**config.mk**
```make
export PLATFORM = sky130hd
export DESIGN_NAME = gpio_irq_ctrl
export DESIGN_NICKNAME = d
export VERILOG_FILES = /design/src/rtl/gic_pkg.sv /design/src/rtl/gic_pin_sync.sv /design/src/rtl/gic_irq_detect.sv /design/src/rtl/gic_regfile.sv /design/src/rtl/gpio_irq_ctrl.sv
export SDC_FILE = /design/constraint.sdc
export NUM_CORES = 2
export LEC_CHECK = 0
export ABC_AREA = 1
export BUFFER_PORTS_ARGS = -buffer_cell sky130_fd_sc_hd__buf_2
export CAP_MARGIN = 20
export CORE_ASPECT_RATIO = 0.7
export CORE_UTILIZATION = 59
export DETAILED_ROUTE_END_ITERATION = 6
export PLACE_DENSITY_LB_ADDON = 0.1
export SYNTH_ARGS = -nofsm -noshare
export SYNTH_HDL_FRONTEND = slang
export SYNTH_SLANG_ARGS = --single-unit
```
**constraint.sdc**
```tcl
create_clock -name clk -period 1.6 [get_ports clk]
set_input_delay 0.08 -clock clk [delete_from_list [all_inputs] [get_ports clk]]
set_output_delay 0.08 -clock clk [all_outputs]
set_load 0.02 [all_outputs]
```
**src/rtl/gic_pkg.sv**
```systemverilog
package gic_pkg;
  localparam int ADDR_W = 7;
  localparam int WORD_W = 32;

  typedef enum logic [2:0] {
    FT_OE   = 3'd0,
    FT_DRV  = 3'd1,
    FT_IEN  = 3'd2,
    FT_POL  = 3'd3,
    FT_TYP  = 3'd4,
    FT_STAT = 3'd5
  } gic_feat_e;
endpackage

```
**src/rtl/gic_pin_sync.sv**
```systemverilog
module gic_pin_sync #(
  parameter int NUM_PINS = 96
) (
  input  logic                clk,
  input  logic                rst,
  input  logic [NUM_PINS-1:0] pin_in,
  output logic [NUM_PINS-1:0] sync_lvl,
  output logic [NUM_PINS-1:0] sync_prev
);
  logic [NUM_PINS-1:0] meta_q;

  always_ff @(posedge clk) begin
    if (rst) begin
      meta_q    <= '0;
      sync_lvl  <= '0;
      sync_prev <= '0;
    end else begin
      meta_q    <= pin_in;
      sync_lvl  <= meta_q;
      sync_prev <= sync_lvl;
    end
  end
endmodule

```
**src/rtl/gic_irq_detect.sv**
```systemverilog
module gic_irq_detect #(
  parameter int NUM_PINS = 96
) (
  input  logic                clk,
  input  logic                rst,
  input  logic [NUM_PINS-1:0] sync_lvl,
  input  logic [NUM_PINS-1:0] sync_prev,
  input  logic [NUM_PINS-1:0] typ,
  input  logic [NUM_PINS-1:0] pol,
  input  logic [NUM_PINS-1:0] ack,
  output logic [NUM_PINS-1:0] stat
);
  logic [NUM_PINS-1:0] lvl_hit, rise, fall, edge_hit, evt;

  // Level: active when synchronised level differs from the polarity bit
  assign lvl_hit  = ~typ & (sync_lvl ^ pol);
  assign rise     = sync_lvl & ~sync_prev;
  assign fall     = ~sync_lvl & sync_prev;
  assign edge_hit = typ & ((~pol & rise) | (pol & fall));
  assign evt      = lvl_hit | edge_hit;

  // New events take priority over a same-cycle clear
  always_ff @(posedge clk) begin
    if (rst) stat <= '0;
    else     stat <= (stat & ~ack) | evt;
  end

  // an active-high level source is latched on the next edge
  a_r5_level_high: assert property (@(posedge clk) disable iff (rst)
    (($past(~typ & ~pol & sync_lvl) & ~stat) == '0));

  // a rising edge on an edge-type, rising-polarity pin is latched
  a_r6_rise_latch: assert property (@(posedge clk) disable iff (rst)
    (($past(typ & ~pol & sync_lvl & ~sync_prev) & ~stat) == '0));

  // a set bit only falls after a write-one clear
  a_r7_sticky: assert property (@(posedge clk) disable iff (rst)
    (($past(stat & ~ack) & ~stat) == '0));
endmodule

```
**src/rtl/gic_regfile.sv**
```systemverilog
module gic_regfile
  import gic_pkg::*;
#(
  parameter int NUM_PINS = 96
) (
  input  logic                clk,
  input  logic                rst,
  input  logic                bus_we,
  input  logic [ADDR_W-1:0]   bus_addr,
  input  logic [WORD_W-1:0]   bus_wdata,
  output logic [WORD_W-1:0]   bus_rdata,
  input  logic [NUM_PINS-1:0] sync_lvl,
  input  logic [NUM_PINS-1:0] stat,
  output logic [NUM_PINS-1:0] oe,
  output logic [NUM_PINS-1:0] drv,
  output logic [NUM_PINS-1:0] ien,
  output logic [NUM_PINS-1:0] pol,
  output logic [NUM_PINS-1:0] typ,
  output logic [NUM_PINS-1:0] ack
);
  localparam int NBANK = (NUM_PINS + WORD_W - 1) / WORD_W;
  localparam int PADW  = NBANK * WORD_W;

  logic [2:0] feat;
  logic [1:0] bank;
  assign feat = bus_addr[6:4];
  assign bank = bus_addr[3:2];

  for (genvar p = 0; p < NUM_PINS; p++) begin : g_pin
    localparam logic [1:0] PBANK = 2'(p / WORD_W);
    localparam int         PBIT  = p % WORD_W;
    logic hit, wbit;
    assign hit  = bus_we && (bank == PBANK);
    assign wbit = bus_wdata[PBIT];

    always_ff @(posedge clk) begin
      if (rst) begin
        oe[p]  <= 1'b0;
        drv[p] <= 1'b0;
        ien[p] <= 1'b0;
        pol[p] <= 1'b0;
        typ[p] <= 1'b0;
      end else if (hit) begin
        case (feat)
          FT_OE:   oe[p]  <= wbit;
          FT_DRV:  drv[p] <= wbit;
          FT_IEN:  ien[p] <= wbit;
          FT_POL:  pol[p] <= wbit;
          FT_TYP:  typ[p] <= wbit;
          default: ;
        endcase
      end
    end

    assign ack[p] = hit && (feat == FT_STAT) && wbit;
  end

  function automatic logic [WORD_W-1:0] pick(input logic [NUM_PINS-1:0] v,
                                             input logic [1:0] b);
    logic [PADW-1:0] t;
    t = '0;
    t[NUM_PINS-1:0] = v;
    if (int'(b) < NBANK) pick = t[int'(b)*WORD_W +: WORD_W];
    else                 pick = '0;
  endfunction

  logic [WORD_W-1:0] rd_mux;
  always_comb begin
    case (feat)
      FT_OE:   rd_mux = pick(oe, bank);
      FT_DRV:  rd_mux = pick(sync_lvl, bank);
      FT_IEN:  rd_mux = pick(ien, bank);
      FT_POL:  rd_mux = pick(pol, bank);
      FT_TYP:  rd_mux = pick(typ, bank);
      FT_STAT: rd_mux = pick(stat, bank);
      default: rd_mux = '0;
    endcase
  end

  always_ff @(posedge clk) begin
    if (rst) bus_rdata <= '0;
    else     bus_rdata <= rd_mux;
  end

  // an unimplemented bank or feature code reads as zero
  a_r10_hole_reads_zero: assert property (@(posedge clk) disable iff (rst)
    ((int'(bus_addr[3:2]) >= NBANK) || (bus_addr[6:4] > 3'd5)) |=> (bus_rdata == '0));
endmodule

```
**src/rtl/gpio_irq_ctrl.sv**
```systemverilog
module gpio_irq_ctrl
  import gic_pkg::*;
#(
  parameter int NUM_PINS = 96
) (
  input  logic                clk,
  input  logic                rst,
  input  logic                bus_we,
  input  logic [6:0]          bus_addr,
  input  logic [31:0]         bus_wdata,
  output logic [31:0]         bus_rdata,
  input  logic [NUM_PINS-1:0] pin_in,
  output logic [NUM_PINS-1:0] pin_out,
  output logic [NUM_PINS-1:0] pin_oe,
  output logic                irq
);
  logic [NUM_PINS-1:0] sync_lvl, sync_prev;
  logic [NUM_PINS-1:0] oe, drv, ien, pol, typ, ack, stat;

  gic_pin_sync #(.NUM_PINS(NUM_PINS)) u_sync (
    .clk(clk), .rst(rst), .pin_in(pin_in),
    .sync_lvl(sync_lvl), .sync_prev(sync_prev)
  );

  gic_irq_detect #(.NUM_PINS(NUM_PINS)) u_detect (
    .clk(clk), .rst(rst), .sync_lvl(sync_lvl), .sync_prev(sync_prev),
    .typ(typ), .pol(pol), .ack(ack), .stat(stat)
  );

  gic_regfile #(.NUM_PINS(NUM_PINS)) u_regs (
    .clk(clk), .rst(rst), .bus_we(bus_we), .bus_addr(bus_addr),
    .bus_wdata(bus_wdata), .bus_rdata(bus_rdata), .sync_lvl(sync_lvl),
    .stat(stat), .oe(oe), .drv(drv), .ien(ien), .pol(pol), .typ(typ),
    .ack(ack)
  );

  always_ff @(posedge clk) begin
    if (rst) irq <= 1'b0;
    else     irq <= |(stat & ien);
  end

  assign pin_out = drv;
  assign pin_oe  = oe;

  // no enabled pending bit means the line is low next cycle
  a_r8_irq_quiet: assert property (@(posedge clk) disable iff (rst)
    ((stat & ien) == '0) |=> !irq);

  // any enabled pending bit raises the line next cycle
  a_r8_irq_fires: assert property (@(posedge clk) disable iff (rst)
    ((stat & ien) != '0) |=> irq);
endmodule

```
After elaboration in Yosys (flattened, before gate mapping)
Index checks and enable logic that the tools add are counted.
W data, S select, Z words.
{"block": "classes", "order_cmp": 1, "eq_ne": 7, "shift": 6, "mux": 7, "n_bitwise": 17, "n_reduce_logical": 120}
{"operator": "$and A96 B96 Y96", "n": 8}
{"operator": "$shiftx A96 B8 Y32", "n": 6}
{"operator": "$not A96 Y96", "n": 5}
{"operator": "$or A96 B96 Y96", "n": 3}
{"operator": "$mux W32", "n": 6}
{"operator": "$pmux W32 S6", "n": 1}
{"operator": "$logic_and A1 B1 Y1", "n": 102}
{"operator": "$reduce_or A96 Y1", "n": 1}
{"operator": "$xor A96 B96 Y96", "n": 1}
{"operator": "$reduce_and A2 Y1", "n": 15}
{"operator": "$eq A3 B2 Y1 const B", "n": 2}
{"operator": "$eq A3 B3 Y1 const B", "n": 2}
{"operator": "$eq A3 B1 Y1 const B", "n": 1}
{"operator": "$logic_not A3 Y1", "n": 1}
{"operator": "$eq A2 B1 Y1 const B", "n": 1}
{"operator": "$eq A2 B2 Y1 const B", "n": 1}
{"operator": "$logic_not A2 Y1", "n": 1}
{"operator": "$lt A2 B2 Y1 const B", "n": 1}
{"block": "totals", "regBits": 897, "input_bits": 138, "wordCells": 644}

Depth between registers and ports, before layout
{"block": "logic_depth", "word_depth": 7, "depth_mapped": 11, "depth_no_buf": 8}

Hierarchy
Synthesis repeated with hierarchy kept, for this count alone.
{"block": "hier_totals", "cells_unflattened": 5429, "hier_area_um2": 39560.4}
{"mod": "gic_regfile", "n_inst": 1, "cells_per_inst": 3098, "area_per_inst_um2": 24055.6, "seq_area_each_um2": 10249.8}
{"mod": "gic_pin_sync", "n_inst": 1, "cells_per_inst": 896, "area_per_inst_um2": 8250.4, "seq_area_each_um2": 5765.5}
{"mod": "gic_irq_detect", "n_inst": 1, "cells_per_inst": 1259, "area_per_inst_um2": 6556.3, "seq_area_each_um2": 1921.8}
{"mod": "gpio_irq_ctrl", "n_inst": 1, "cells_per_inst": 176, "area_per_inst_um2": 698.2, "seq_area_each_um2": 20.0}

Least setup slack after synthesis
Ideal clock, no wire load.
{"block": "synth_timing", "path_type": "input to register", "startpoint": "input port bus_addr[2]", "endpoint": "register u_regs.pol[0]", "arrival_time_ns": 1.165, "required_ns": 1.462, "path_slack_ns": 0.298, "cell_stages": 6, "path_buffers": 2, "path_cell_list": "buf_2 nor2_2 nand2_2 nor2_4 clkbuf_1 a211oi_1"}
{"block": "synth_via", "elab_chain_cells": 3}
{"element": "start: declaration", "line": "gpio_irq_ctrl.sv:9", "text": "input logic [6:0] bus_addr,"}
{"element": "$logic_not A2 Y1", "line": "gic_regfile.sv:33", "text": "assign hit = bus_we && (bank == PBANK);"}
{"element": "$logic_and A1 B1 Y1", "line": "gic_regfile.sv:33"}
{"element": "$reduce_and A2 Y1 (no line)"}
{"element": "end signal: indexed assignment", "line": "gic_regfile.sv:48", "text": "FT_POL: pol[p] <= wbit;"}
{"element": "end: declaration", "line": "gic_regfile.sv:17", "text": "output logic [NUM_PINS-1:0] pol,"}
Every way passes these cells.
A chain may end at the register's enable or synchronous reset.

Worst setup path in the final report
{"block": "layout_timing", "startpoint": "register u_sync.sync_lvl[84]", "endpoint": "register u_regs.bus_rdata[20]"}
{"block": "layout_via", "elab_chain_cells": 3}
{"element": "start: declaration", "line": "gic_pin_sync.sv:7", "text": "output logic [NUM_PINS-1:0] sync_lvl,"}
{"element": "start signal: assignment", "line": "gic_pin_sync.sv:19", "text": "sync_lvl <= meta_q;"}
{"element": "$shiftx A96 B8 Y32", "line": "gic_regfile.sv:63", "text": "if (int'(b) < NBANK) pick = t[int'(b)*WORD_W +: WORD_W];"}
{"element": "$mux W32", "line": "gic_regfile.sv:63"}
{"element": "$pmux W32 S6", "line": "gic_regfile.sv:69", "text": "case (feat)"}
{"element": "end signal: assignment", "line": "gic_regfile.sv:82", "text": "else bus_rdata <= rd_mux;"}
{"element": "end: declaration", "line": "gic_regfile.sv:11", "text": "output logic [WORD_W-1:0] bus_rdata,"}
Every way passes these cells.

==> out/metrics.cfg <==
[timing]
timing.final.ws_setup_ns = 0.0595
rsz0062_at_grt = false
maxSlewViolCount = 0
finalClockSkew_ns = 0.0109
fmax_mhz = 649
max-slew-margin-rel_pct = 63.7
post-route-min-period_ns = 1.54
worst_pin_slew_ns = 0.541
period_share_pct = 96.3
setup_viol = 0
finalHoldViolations = 0

[final_layout]
drive_above_1_share_pct = 14.1
layout.nets = 5232
syn2layout_area_growth_pct = 23.1
fin_cells = 5959
fillers = 4564
final_core_util_pct = 74.3

[synth]
synth_seq_area_share_pct = 50.5
yosysTopAreaCell = dfxtp_1
synthDistinctLibCells = 24
synthesis.nets = 4760
ys_warn_count = 0
postSynthCellCount = 4622
synthSimpleGateAreaFrac_pct = 22.1
synth_mux_area_share_pct = 0
ys_ff_latch = 897
synth_xor_area_share_pct = 0
synth-compound-area-share_pct = 18.9
synthAdderAreaFrac_pct = 0
netlist_area_um2 = 35600
syn_avg_cell_area_um2 = 7.70
synth_top_family_by_area = simple AND/OR/NAND/NOR gates
synth_area_leaders = dfxtp_1, a211oi_1, nand2_1
synth_top_area_share_pct = 50.5

[route]
ant_nets = 0
vias = 33830
drcViolationCount = 0
wl_per_cell_um = 19.3
drtIter0Drc = 3860
routed_wirelength_um = 115000
viasPerCell = 5.68
first_pass_iters = 6

[clock_tree]
cts_sinks = 897
postCtsSetupBuffers = 0
root_buffer = clkbuf_16
tritoncts = done
htreeDepth = 3
clock_latency_ns = 0.65
clk_pin_slew_worst_paths_ns = 0.07
cts_buffer_depth = 3
cts_buffers = 82

[hold_path]
hold_path_class = input port to flip-flop

[global_routing]
grt_overflow = 0
first_global_vias = 31553
grt_max_degree = 69
antenna_found_initial = 3
grt_pass1_wl_um = 179000
grt_use_total_pct = 37.1

[placement]
dp_slack_ns = -0.0676
numPortBuffers = 360
dpl.hpwl_um = 75500
gp_congestion = 0.947
dp.cells = 5657

[critical_path]
critPathSlowestCell = dfxtp_1
criticalPathCategory = flip-flop to flip-flop
startpoint_type = flip-flop
slowest_delay_ns = 0.52
path_cells = inv_1 > nor3_1 > o21ai_0 > nand2_1 > inv_1 > a21oi_1
cp-end-kind = flip-flop
crit_required_ns = 2.14
path_max_fanout = 4
cp_top_family = flip-flops
crit_buf_inv = 2
cp.arrival_ns = 2.08
path_common_cell = inv_1

[floorplan]
rows = 74
die_w_um = 296
design.die.area_um2 = 61300
die_h_um = 207
ios = 363
start_util_pct = 60.3
core_um2 = 59000

[power_and_ir_drop]
power_density_nw_per_um2 = 1090
vdd_drop_max_uv = 875
power_leakage_nw = 18.3
p_int_w = 0.0363
combPwrFrac_pct = 7.2
share_seq_of_total_power_pct = 49.0
switchingPower_w = 0.0113
p_clk_share_pct = 43.8
swShare_pct = 23.7

[flow_run]
cap_violations = 0

[outcome]
status = finished clean

worst paths after layout:
| kind | slack [ns] | cells after the start | startpoint | end |
|---|---|---|---|---|
| max reg2reg | 0.06 | 6 | u_sync.sync_lvl[84]$_SDFF_PP0_ | u_regs.bus_rdata[20]$_SDFF_PP0_ |
| min | 0.15 | 7 | bus_addr[6] | u_regs.ien[52]$_SDFFE_PP0P_ |
| max | 0.06 | 6 | u_sync.sync_lvl[84]$_SDFF_PP0_ | u_regs.bus_rdata[20]$_SDFF_PP0_ |
| min reg2reg | 0.39 | 2 | u_sync.meta_q[67]$_SDFF_PP0_ | u_sync.sync_lvl[67]$_SDFF_PP0_ |
tightest hold or removal path, stage by stage:
cell and delay [ns]:
buf_2 0.15, nor3_4 0.08, nand2_1 0.08, inv_2 0.06
buf_12 0.16, nor2_1 0.09, a211oi_1 0.05
cell families (layout without fill, tap and decap cells):
family | Yosys count | count (layout)
other cells | 0 | 1
simple gates | 1989 | 1989
compound gates | 958 | 958
flops | 897 | 897
buf+inv | 778 | 1316
metal layers:
metal,up-vias,track usage (%),part of all wire (%)
li1,16243,-,-
met1,15725,51.7,43
met2,1583,57.0,44
met3,277,6.31,8.8
met4,2,15.2,3.8
met5,-,0,0.0087
sequential cells by signal, summed over array words and instances, names as in the netlist:
signal,cells
u_detect.stat,96
u_regs.pol,96
irq,1
u_sync.meta_q,96
u_sync.sync_prev,96
u_regs.typ,96
u_regs.drv,96
u_sync.sync_lvl,96
u_regs.bus_rdata,32
u_regs.oe,96
u_regs.ien,96
cells in the mapped netlist, drive strengths merged:
cell / number
a31oi: 96
a211oi: 480
clkbuf: 199
nor3: 31
nor2: 853
nand2: 936
o211ai: 98
clkinv: 32
o21ai: 156
inv: 431
buf: 116
dfxtp: 897
a211o: 96
nand3: 169
a21oi: 32
metrics by stage:
step	total power [W]	setup TNS (ns)	cell area, um^2	hold slack (ns)
finish	0.0476	0	43800	0.148
global route	0.0490	0	43800	0.169
CTS	0.0476	0	43800	0.118
detailed placement	0.0269	-2.17	39400	0.286
global placement	0.0268	-0.386	39400	0.280
floorplan	0.0254	0	35600	0.187
timing repair:
item                       in CTS  in global routing
hold endpoints to repair      568                  0
hold buffers                  151                  0
setup endpoints to repair       0                  1
resized for setup               0                  3
area by class of cell:
class | instances | area [um^2] | area share [%]
clock inverter | 31 | 375 | 0.857
tap | 798 | 998 | 2.28
antenna | 1 | 2.50 | 0.00571
clock buffer | 119 | 2490 | 5.68
multi-input combinational | 2947 | 14600 | 33.4
sequential | 897 | 18000 | 41.0
inverter | 463 | 1740 | 3.97
timing repair buffer | 703 | 5640 | 12.9
power by group through the flow:
stage	Sequential (W)	Clock [W]	Combinational (W)
floorplan	0.0238	0	0.00165
global placement	0.0238	0	0.00299
detailed placement	0.0238	0	0.00303
CTS	0.0233	0.0210	0.00333
global route	0.0234	0.0219	0.00368
finish	0.0234	0.0209	0.00342
layout by cell type, fill, tap and decap left out, types with 30 or more instances in the layout:
| master | instances |
|---|---|
| a211oi_1 | 480 |
| a211o_1 | 96 |
| nor2_1 | 829 |
| o211ai_1 | 98 |
| dfxtp_1 | 897 |
| o21ai_0 | 156 |
| buf_2 | 359 |
| buf_12 | 70 |
| clkbuf_16 | 87 |
| nor3_1 | 30 |
| buf_4 | 122 |
| nand3_1 | 165 |
| a31oi_1 | 96 |
| dlygate4sd3_1 | 151 |
| a21oi_1 | 32 |
| clkinv_1 | 32 |
| nand2_1 | 934 |
| inv_1 | 421 |
No activity file was read; power rests on OpenSTA's default activity.
